==> src/rtl/uart_rtx_pkg.sv <==
package uart_rtx_pkg;

  // Section of the frame being driven onto the line.
  typedef enum logic [1:0] {
    SEG_START = 2'd0,
    SEG_DATA  = 2'd1,
    SEG_STOP  = 2'd2
  } seg_e;

  localparam int unsigned DEF_DATA_W    = 8;
  localparam int unsigned DEF_OVERSMP   = 16;
  localparam int unsigned DEF_STOP_BITS = 2;

endpackage

==> src/rtl/uart_rtx_prescale.sv <==
module uart_rtx_prescale #(
  parameter int unsigned DIV = 16,
  parameter int unsigned CW  = $clog2(DIV)
) (
  input  logic          clk,
  input  logic          rst_n,
  input  logic          clear_i,
  input  logic          run_i,
  input  logic          tick_i,
  output logic [CW-1:0] cnt_o,
  output logic          wrap_o
);

  localparam logic [CW-1:0] TOP = CW'(DIV - 1);

  logic [CW-1:0] cnt_q, cnt_d;
  logic          adv;

  assign adv    = run_i & tick_i & ~clear_i;
  assign wrap_o = adv & (cnt_q == TOP);
  assign cnt_o  = cnt_q;

  always_comb begin
    cnt_d = cnt_q;
    if (clear_i) begin
      cnt_d = '0;
    end else if (adv) begin
      cnt_d = (cnt_q == TOP) ? '0 : cnt_q + 1'b1;
    end
  end

  always_ff @(posedge clk or negedge rst_n) begin
    if (!rst_n) begin
      cnt_q <= '0;
    end else begin
      cnt_q <= cnt_d;
    end
  end

endmodule

==> src/rtl/uart_rtx_frame_seq.sv <==
module uart_rtx_frame_seq
  import uart_rtx_pkg::*;
#(
  parameter int unsigned DATA_W    = 8,
  parameter int unsigned STOP_BITS = 2,
  parameter int unsigned FRAME_LEN = 1 + DATA_W + STOP_BITS,
  parameter int unsigned IW        = $clog2(FRAME_LEN)
) (
  input  logic          clk,
  input  logic          rst_n,
  input  logic          load_i,
  input  logic          step_i,
  output logic          busy_o,
  output logic [IW-1:0] idx_o,
  output seg_e          seg_o,
  output logic          done_o
);

  localparam logic [IW-1:0] LAST_IDX  = IW'(FRAME_LEN - 1);
  localparam logic [IW-1:0] LAST_DATA = IW'(DATA_W);

  logic          busy_q, busy_d;
  logic [IW-1:0] idx_q, idx_d;
  logic          done_q, done_d;

  always_comb begin
    busy_d = busy_q;
    idx_d  = idx_q;
    done_d = 1'b0;
    if (load_i) begin
      busy_d = 1'b1;
      idx_d  = '0;
    end else if (busy_q && step_i) begin
      if (idx_q == LAST_IDX) begin
        busy_d = 1'b0;
        idx_d  = '0;
        done_d = 1'b1;
      end else begin
        idx_d  = idx_q + 1'b1;
      end
    end
  end

  always_ff @(posedge clk or negedge rst_n) begin
    if (!rst_n) begin
      busy_q <= 1'b0;
      idx_q  <= '0;
      done_q <= 1'b0;
    end else begin
      busy_q <= busy_d;
      idx_q  <= idx_d;
      done_q <= done_d;
    end
  end

  always_comb begin
    if (idx_q == '0) begin
      seg_o = SEG_START;
    end else if (idx_q <= LAST_DATA) begin
      seg_o = SEG_DATA;
    end else begin
      seg_o = SEG_STOP;
    end
  end

  assign busy_o = busy_q;
  assign idx_o  = idx_q;
  assign done_o = done_q;

endmodule

==> src/rtl/uart_rtx_bitpath.sv <==
module uart_rtx_bitpath
  import uart_rtx_pkg::*;
#(
  parameter int unsigned DATA_W     = 8,
  parameter bit          HAS_PARITY = 1'b1
) (
  input  logic              clk,
  input  logic              rst_n,
  input  logic              load_i,
  input  logic [DATA_W-1:0] data_i,
  input  logic              par_en_i,
  input  logic              shift_i,
  input  logic              busy_i,
  input  seg_e              seg_i,
  output logic              txd_o
);

  logic [DATA_W-1:0] fill;
  logic [DATA_W-1:0] sh_q, sh_d;

  // Byte as it will appear on the line, parity slot already resolved.
  generate
    if (HAS_PARITY) begin : g_par
      logic odd_bit;
      assign odd_bit = ~(^data_i[DATA_W-2:0]);
      assign fill    = par_en_i ? {odd_bit, data_i[DATA_W-2:0]} : data_i;
    end else begin : g_nopar
      logic unused_par;
      assign unused_par = par_en_i;
      assign fill       = data_i;
    end
  endgenerate

  always_comb begin
    sh_d = sh_q;
    if (load_i) begin
      sh_d = fill;
    end else if (shift_i) begin
      sh_d = {1'b1, sh_q[DATA_W-1:1]};
    end
  end

  always_ff @(posedge clk or negedge rst_n) begin
    if (!rst_n) begin
      sh_q <= '1;
    end else begin
      sh_q <= sh_d;
    end
  end

  always_comb begin
    if (!busy_i) begin
      txd_o = 1'b1;
    end else begin
      unique case (seg_i)
        SEG_START: txd_o = 1'b0;
        SEG_DATA:  txd_o = sh_q[0];
        default:   txd_o = 1'b1;
      endcase
    end
  end

endmodule

==> src/rtl/uart_resync_tx.sv <==
module uart_resync_tx
  import uart_rtx_pkg::*;
#(
  parameter int unsigned DATA_W     = DEF_DATA_W,
  parameter int unsigned OVERSMP    = DEF_OVERSMP,
  parameter int unsigned STOP_BITS  = DEF_STOP_BITS,
  parameter bit          HAS_PARITY = 1'b1
) (
  input  logic              clk,
  input  logic              rst_n,
  input  logic              tick_i,
  input  logic              wr_en_i,
  input  logic [DATA_W-1:0] wr_data_i,
  input  logic              par_en_i,
  output logic              txd_o,
  output logic              tx_done_o
);

  localparam int unsigned FRAME_LEN = 1 + DATA_W + STOP_BITS;
  localparam int unsigned IW        = $clog2(FRAME_LEN);
  localparam int unsigned CW        = $clog2(OVERSMP);

  logic          busy;
  logic [IW-1:0] bit_idx;
  logic [CW-1:0] pre_cnt;
  logic          bit_wrap;
  logic          data_shift;
  seg_e          seg;

  uart_rtx_prescale #(
    .DIV (OVERSMP),
    .CW  (CW)
  ) u_pre (
    .clk     (clk),
    .rst_n   (rst_n),
    .clear_i (wr_en_i),
    .run_i   (busy),
    .tick_i  (tick_i),
    .cnt_o   (pre_cnt),
    .wrap_o  (bit_wrap)
  );

  uart_rtx_frame_seq #(
    .DATA_W    (DATA_W),
    .STOP_BITS (STOP_BITS),
    .FRAME_LEN (FRAME_LEN),
    .IW        (IW)
  ) u_seq (
    .clk    (clk),
    .rst_n  (rst_n),
    .load_i (wr_en_i),
    .step_i (bit_wrap),
    .busy_o (busy),
    .idx_o  (bit_idx),
    .seg_o  (seg),
    .done_o (tx_done_o)
  );

  assign data_shift = bit_wrap & (seg == SEG_DATA);

  uart_rtx_bitpath #(
    .DATA_W     (DATA_W),
    .HAS_PARITY (HAS_PARITY)
  ) u_bits (
    .clk      (clk),
    .rst_n    (rst_n),
    .load_i   (wr_en_i),
    .data_i   (wr_data_i),
    .par_en_i (par_en_i),
    .shift_i  (data_shift),
    .busy_i   (busy),
    .seg_i    (seg),
    .txd_o    (txd_o)
  );

endmodule

==> config.mk <==
export PLATFORM = sky130hd
export DESIGN_NAME = uart_resync_tx
export DESIGN_NICKNAME = d
export VERILOG_FILES = /design/src/rtl/uart_rtx_pkg.sv /design/src/rtl/uart_rtx_prescale.sv /design/src/rtl/uart_rtx_frame_seq.sv /design/src/rtl/uart_rtx_bitpath.sv /design/src/rtl/uart_resync_tx.sv
export SDC_FILE = /design/constraint.sdc
export NUM_CORES = 1
export LEC_CHECK = 0
export ABC_AREA = 1
export BUFFER_PORTS_ARGS = -buffer_cell sky130_fd_sc_hd__buf_2
export CAP_MARGIN = 20
export CORE_MARGIN = 1
export CORE_UTILIZATION = 50
export DETAILED_ROUTE_END_ITERATION = 6
export PLACE_DENSITY_LB_ADDON = 0.2
export SYNTH_ARGS = -nofsm -noshare
export SYNTH_HDL_FRONTEND = slang
export SYNTH_SLANG_ARGS = --single-unit
==> constraint.sdc <==
create_clock -name clk -period 1.2 [get_ports clk]
set_input_delay 0 -clock clk [delete_from_list [all_inputs] [get_ports clk]]
set_output_delay 0 -clock clk [all_outputs]
set_load 0.05 [all_outputs]
; Word level (Yosys, flattened, before mapping)
; Index checks and enable logic that the tools add are counted.
; Widths: inputs -> output; s select.
[word_totals]
regBits = 18
input_bits = 13
output_inout_bits = 2
elab_cells = 45
[op_classes]
add_sub_neg = 2
n_lt_le_gt_ge = 1
eq_ne = 3
n_mux = 19
bitwise = 6
reduce_logical = 9
[ops]
columns = operator, n
row1 = $mux 4, 6
row2 = $mux 8, 3
row3 = $add 4x1->4 const B, 2
row4 = $eq 4x4->1 const B, 2
row5 = $reduce_bool 2->1, 4
row6 = $mux 1, 7
row7 = $reduce_xor 7->1, 1
row8 = $and 1x1->1, 4
row9 = $le 4x4->1 const B, 1
row10 = $logic_not 4->1, 1
row11 = $mux 2, 2
row12 = $eq 2x1->1 const B, 1
row13 = $logic_not 2->1, 1
row14 = $not 1->1, 2
row15 = $pmux 1 s2, 1
row16 = $reduce_and 2->1, 1
row17 = $logic_and 1x1->1, 1

; Longest topological paths before layout
; Gate-level depths: netlist of the first run.
[depth]
depth_word = 7
ltp_mapped = 8
ltp_nobuf = 8

; Modules after synthesis
; Synthesis of the first run repeated with hierarchy kept, for this count alone.
[unflattened]
hier_cells = 157
hier_area_um2 = 1158.6
[by_module_without_submodules]
columns = mod, instances, cells_per_inst, area_each_um2, seq_area_each_um2
row1 = uart_rtx_bitpath, 1, 77, 568.0, 210.2
row2 = uart_rtx_frame_seq, 1, 47, 331.6, 150.1
row3 = uart_rtx_prescale, 1, 31, 249.0, 100.1
row4 = uart_resync_tx, 1, 2, 10.0, 0.0

; Least setup slack after synthesis of the first run
; OpenSTA, ideal clock, no wires.
[synth_timing]
path_type = reg-to-reg
startpoint = reg u_pre.cnt_q[0], in the netlist u_pre.cnt_o[0]
endpoint = reg u_bits.sh_q[4]
setup_time_ps = 69
t_arrival_ps = 1205
t_required_ps = 1131
setup_slack_ps = -74
stages_incl_launch_ff = 9
n_path_buf = 1
period_less_slack_ps = 1274
path_cell_list = dfrtp_1 -> ha_1 -> nand3_2 -> nor2_4 -> nand3_2 -> nand2_4 -> buf_8 -> nand2_2 -> o21ai_2
[synth_via]
elab_chain_len = 4
[synth_rtl]
columns = element, line_no
row1 = from (decl), uart_rtx_prescale.sv:16  ; logic [CW-1:0] cnt_q, cnt_d;
row2 = from (signal assigned), uart_rtx_prescale.sv:36  ; cnt_q <= cnt_d;
row3 = $eq 4x4->1, uart_rtx_prescale.sv:20  ; assign wrap_o = adv & (cnt_q == TOP);
row4 = $and 1x1->1, uart_rtx_prescale.sv:20
row5 = $and 1x1->1, uart_resync_tx.sv:59  ; assign data_shift = bit_wrap & (seg == SEG_DATA);
row6 = $reduce_bool 2->1 (no line), -
row7 = to (signal assigned), uart_rtx_bitpath.sv:45  ; sh_q <= '1;
row8 = to (signal assigned), uart_rtx_bitpath.sv:47  ; sh_q <= sh_d;
row9 = to (decl), uart_rtx_bitpath.sv:19  ; logic [DATA_W-1:0] sh_q, sh_d;
; No other way between the ends.
; A chain may end at the register's enable or synchronous reset.

; Worst setup path after layout of the first run
[layout_timing]
startpoint = reg u_pre.cnt_q[1], in the netlist u_pre.cnt_o[1]
endpoint = reg u_seq.idx_q[1], in the netlist u_seq.idx_o[1]
[layout_via]
elab_chain_len = 4
[layout_rtl]
columns = element, line_no
row1 = $eq 4x4->1, uart_rtx_prescale.sv:20
row2 = $and 1x1->1, uart_rtx_prescale.sv:20
row3 = $logic_and 1x1->1, uart_rtx_frame_seq.sv:33  ; end else if (busy_q && step_i) begin
row4 = $reduce_bool 2->1 (no line), -
row5 = to (signal assigned), uart_rtx_frame_seq.sv:51  ; idx_q <= idx_d;
row6 = to (decl), uart_rtx_frame_seq.sv:23  ; logic [IW-1:0] idx_q, idx_d;
; No other way between the ends.

==> impl_results.md, run 1 <==
* Status: finished, violations left
* Failing checks: negative setup slack
* H-tree depth at 1
* Synth top area share at 22.99%
* Initial antenna violation count at 0
* Max clock buf depth at 2
* Pint at 1.017 mW
* Mapped cell area at 0.001089 mm^2
* Register area share after synthesis at 42.30%
* CP required at 1380 ps
* Grt ovf at 0
* Setup violations, final at 14
* Later-pin clock latency in the skew report at 290 ps
* Max_slew headroom at 74.04%
* Critical Path End Type: register
* Register area at 460.4 um^2
* Area contributors post-synth: dfrtp_1 23%, dfstp_2 19%, nand2_1 15%
* Slew @ Worst Pin at 389.4 ps
* Period minus WS final at 1283 ps
* Largest net degree at the start of global routing at 19
* Core box area at 0.002002 mm^2
* Wire per inst at 11.55 um
* LEAKAGE at 0.7423 nW
* Drt total wl at 2437 um
* Hold Slack at 16.83 ps
* Period utilization at 106.9%
* Drt drc at 0
* Unique masters post-synth at 24
* Initial Util at 54.38%
* Post-synth top flop: dfrtp_1
* Multi-input gate area at 616.8 um^2
* Cell taking the most area after synthesis: dfrtp_1
* Post-Syn Nets at 162
* Die Area at 0.002368 mm^2
* Number of global-route vias before repair at 1092
* Post-layout nets at 199
* EDFF count, synth at 0
* N_diodes at 0
* PortBufs at 14
* Dpl hpwl at 1654 um
* Clock share of power at 21.6%
* Die W at 48.66 um
* Synthesized flop and latch total at 18
* Reg power frac at 49.7%
* Fraction of layout cells with a size suffix above 1 at 42.39%
* Async SR Flop Fraction at 100.0%
* Max Slew Vio Count at 0
* Peak Freq at 0.7793 GHz
* Most common cell after layout, fill and taps aside: nand2_1
* Post-DRT Antenna Nets at 0
* Fillers at 155
* Critical Path AT at 1460 ps
* RSZ-0062 raised after global routing: true
* Mean post-synth cell area at 7.355 um^2
* Most frequent cells in the layout: 37 x nand2_1, 17 x inv_1, 17 x buf_4
* TritonRoute pass-1 iters at 4
* Comb pwr share at 28.7%
* Initial DRC Count at 19
* Reg clk slew, reported paths at 110 ps
* Top-Level Pins at 15
* Max FO, Critical Path at 6
* Startpoint types: register
* Area growth, synth to finish at 34.83%
* Clock root cell: clkbuf_4
* Setup TNS Final at -646.7 ps
* Clk_skew at 10.32 ps
* Final hold violation count at 0
* Ys Warns at 0
* Placer Congestion at 0.8256
* Switching pwr at 441.9 uW
* Max-cap violations at 0
* CTS buffer count at 3
* Sw Ratio at 30.29%
* Peak supply drop at 0.8383 mV
* CTS tree: built
* Mapped Cells at 148
* Die Height at 48.66 um
* Worst hold path type: in2reg
* Via-per-instance ratio at 5.100
* Fin worst setup slack at -83.27 ps
* Critical path type: reg2reg
* First-pass GRT wire length at 4347 um
* Num rows at 16
* Clock sinks at 18
* P per Cell Area at 993.9 mW/mm^2
* Gr usage total at 23.38%
* Vias after detailed routing at 1076
cell usage after synthesis, types with 3 or more instances:
cell / n
nand3_2: 3
o21ai_2: 3
nand2_2: 4
nand3_1: 12
nand2_1: 43
a21oi_1: 8
inv_1: 22
dfrtp_1: 10
o21ai_0: 10
o21ai_1: 3
dfstp_2: 8
nand4_1: 3
nor2_1: 8
cell type report:
cell class                 count  area share (%)
clock buffer                   4           1.790
inverter                      23           5.882
timing repair buffer          34           16.62
tap                           27           2.302
sequential                    18           31.37
multi-input combinational    105           42.03
worst max-delay path: stages (launching register included):
cell     delay [ps]
dfrtp_1         380
ha_2            190
nand3_2          80
nor2_4          140
inv_2            70
nand2_4          90
nand2_2          80
nand2_1          80
nor2_1           50
flip-flops by register name, summed over array words and instances, names as in the netlist:
register	flops
u_seq.idx_o	4
u_bits.sh_q	8
u_seq.done_o	1
u_pre.cnt_o	4
u_seq.busy_o	1
routing by layer:
metal  part of all wire, %  wire [um]  track usage, %  vias up
met2                    51       1244           42.82       22
met5                     0          0               0        -
met1                    46       1111           27.15      503
met3                   1.9         47           1.887        4
li1                      -          -               -      547
met4                   1.4         34           11.27        0
worst paths after layout:
kind | startpoint | endpoint | slack (ps) | cells after the start
worst max-delay path | u_pre.cnt_o[1] | u_seq.idx_o[1] | -80 | 8
worst max register to register | u_pre.cnt_o[1] | u_seq.idx_o[1] | -80 | 8
max in group asynchronous | rst_n | u_bits.sh_q[2] | 730 | 2
min in group asynchronous | rst_n | u_seq.idx_o[3] | 150 | 2
worst min register to register | u_bits.sh_q[1] | u_bits.sh_q[1] | 480 | 2
worst min-delay path | wr_data_i[7] | u_bits.sh_q[7] | 20 | 3
power groups by stage:
stage | Combinational [mW] | Sequential, mW | Clock (mW)
floorplan | 0.199 | 0.735 | 0
global placement | 0.319 | 0.728 | 0
detailed placement | 0.339 | 0.733 | 0
CTS | 0.396 | 0.725 | 0.322
global route | 0.473 | 0.732 | 0.345
finish | 0.418 | 0.726 | 0.315
cells by family after synthesis:
family / count (synthesis) / synth area share (%)
and+or+nand+nor: 76 / 32.41
AOI/OAI and AO/OA: 26 / 13.22
buffers and inverters: 26 / 10.11
DFF: 18 / 42.30
xor gates and xnor gates: 1 / 0.8047
adders and majority gates: 1 / 1.149
through the flow:
step | util, % | cells | instance area [um^2] | setup WS [ps] | power [mW]
6_report | 73.31 | 211 | 1468 | -83.27 | 1.459
5_1_grt | 73.31 | 211 | 1468 | -157.6 | 1.550
4_1_cts | 69.69 | 206 | 1395 | -63.32 | 1.443
3_5_place_dp | 62.63 | 196 | 1254 | -51.57 | 1.072
3_3_place_gp | 62.63 | 196 | 1254 | 0.8807 | 1.047
2_1_floorplan | - | 148 | 1099 | -30.09 | 0.9339
repair_timing:
| action | CTS | global route |
|---|---|---|
| endpoints found under the hold margin | 19 | 0 |
| buffers inserted | 3 | 5 |
| hold buffers | 2 | 0 |
| gates cloned | 1 | 0 |
| gates resized for setup | 21 | 6 |
| pin swaps | 6 | 5 |
| setup endpoints to repair | 14 | 16 |
(Power assumes the default switching activity.)
==> run 2: changes to the inputs <==
--- a/config.mk
+++ b/config.mk
@@ -8,8 +8,10 @@
 export ABC_AREA = 1
 export BUFFER_PORTS_ARGS = -buffer_cell sky130_fd_sc_hd__buf_2
 export CAP_MARGIN = 20
+export CELL_PAD_IN_SITES_DETAIL_PLACEMENT = 0
+export CELL_PAD_IN_SITES_GLOBAL_PLACEMENT = 2
 export CORE_MARGIN = 1
-export CORE_UTILIZATION = 50
+export CORE_UTILIZATION = 28
 export DETAILED_ROUTE_END_ITERATION = 6
 export PLACE_DENSITY_LB_ADDON = 0.2
 export SYNTH_ARGS = -nofsm -noshare
==> constraint.sdc (replaced) <==
create_clock -name clk -period 1.05 [get_ports clk]
set_input_delay 0 -clock clk [delete_from_list [all_inputs] [get_ports clk]]
set_output_delay 0 -clock clk [all_outputs]
set_load 0.05 [all_outputs]
==> run 2 against run 1 <==
Compared with the run above:
- the flow still finishes with violations (negative setup slack)
- power up 19%
- combinational power up 3%
- count of clock-buffer cells in the layout down 1
- global-route usage down 9.9 points
- critical path depth down 2
- cell count up 16%
- critical endpoint is now txd_o
- largest cell class unchanged
- highest routed layer unchanged
==> impl_results.md, run 2 (synthesized netlist as in run 1, its figures left out) <==
* Critical R2R Launch: u_seq.idx_o[1]
* Number of global-route vias before repair at 1047
* Die Height at 64.35 um
* Worst hold path depth at 3
* Worst hold path type: in2reg
* N_diodes at 0
* PortBufs at 14
* Peak Freq at 0.7574 GHz
* Drt drc at 0
* Post-DP Area at 0.001375 mm^2
* CTS tree: built
* Core box area at 0.003689 mm^2
* Max reg flops at 8
* Worst slack at placement at -212.9 ps
* TritonRoute pass-1 iters at 4
* Finished Layout Cells at 244
* H-tree depth at 1
* Post-layout nets at 212
* Setup TNS Final at -3216 ps
* Clk_skew at 5.479 ps
* Most flops, register: u_bits.sh_q
* Grt ovf at 0
* Clock root cell: clkbuf_8
* Startpoint of the worst hold path: wr_data_i[7]
* First-pass GRT wire length at 4291 um
* Gr usage total at 13.47%
* Post-DRT Antenna Nets at 0
* LEAKAGE at 0.7983 nW
* Wire per inst at 10.53 um
* CTS buffer count at 3
* Critical Path End Type: primary output
* RSZ-0062 raised after global routing: true
* Top-Level Pins at 15
* Period minus WS final at 1320 ps
* Final hold violation count at 0
* R2R cell count at 7
* Critical path type: reg2out
* Most common cell after layout, fill and taps aside: nand2_1
* Failing checks: negative setup slack
* Num rows at 22
* Later-pin clock latency in the skew report at 250 ps
* Fin worst setup slack at -270.3 ps
* P per Cell Area at 1077 mW/mm^2
* Slew @ Worst Pin at 424.5 ps
* Drt total wl at 2570 um
* Initial Util at 29.51%
* Setup violations, final at 17
* Startpoint types: register
* Post-Place Cells at 229
* Die Area at 0.004141 mm^2
* Final Util at 43.86%
* Clock sinks at 18
* Status: finished, violations left
* Reg2Reg Setup Slack at -270 ps
* Reg clk slew, reported paths at 70 ps
* Max clock buf depth at 2
* Vias after detailed routing at 1088
* CP required at 1050 ps
* Design Area, Final at 0.001618 mm^2
* Power consumption at 1.742 mW
* Critical Path AT at 1320 ps
* Initial antenna violation count at 0
* Hold Slack at 48.87 ps
* Max FO, Critical Path at 3
* Area growth, synth to finish at 48.62%
* Die W at 64.35 um
* Critical R2R Capture: u_bits.sh_q[5]
* Max_slew headroom at 71.70%
* Dpl hpwl at 1842 um
* Max-cap violations at 0
* Max Slew Vio Count at 0
* Peak supply drop at 0.3453 mV
* Initial DRC Count at 58
* Via-per-instance ratio at 4.459
* Most frequent cells in the layout: 37 x nand2_1, 29 x buf_4, 17 x inv_1
* Largest net degree at the start of global routing at 19
* Fraction of layout cells with a size suffix above 1 at 46.43%
* Placer Congestion at 0.8375
* Hold Path Sink: u_bits.sh_q[7]
* Period utilization at 125.7%
-- run 2: layer usage --
metal	vias up	track usage [%]	routed length, um
met5	-	0	0
met2	15	24.34	1325
li1	569	-	-
met1	502	15.43	1161
met3	2	1.607	48
met4	0	6.667	34
-- run 2: what timing repair did --
item,4_1_cts,5_1_grt
cloned,1,0
setup buffers,5,4
endpoints found under the hold margin,11,0
resized for setup,16,15
endpoints found under the setup margin,18,18
pin swaps,5,5
hold buffers,2,0
-- run 2: worst max path at each step --
stage                               from             end  slack [ps]  cells past startpoint
after floorplan           u_pre.cnt_o[0]  u_bits.sh_q[4]        -180                      8
after global placement    u_seq.idx_o[0]  u_bits.sh_q[4]        -210                      6
after detailed placement  u_pre.cnt_o[0]  u_bits.sh_q[7]        -210                      7
after CTS                 u_seq.idx_o[3]           txd_o        -240                      6
after global routing      u_seq.idx_o[3]  u_bits.sh_q[5]        -330                      7
final                     u_seq.idx_o[1]           txd_o        -270                      6
-- run 2: critical path, stage by stage, from the launching register on --
cell and delay [ps]:
dfrtp_1 390, inv_2 80, nand4_1 160, buf_4 180, nand2_2 50, nand3_2 60, buf_6 150
-- run 2: power breakdown --
| part | switching [mW] | internal [mW] | total, mW |
|---|---|---|---|
| sequential | 0.0345 | 0.791 | 0.825 |
| combinational | 0.235 | 0.196 | 0.431 |
| clock | 0.231 | 0.255 | 0.486 |
-- run 2: area by class of cell --
class	count	area, um^2
sequential	18	460.4
multi-input combinational	105	633.1
tap	48	60.06
inverter	23	86.33
clock buffer	3	41.29
fill	382	2071
timing repair buffer	47	336.6
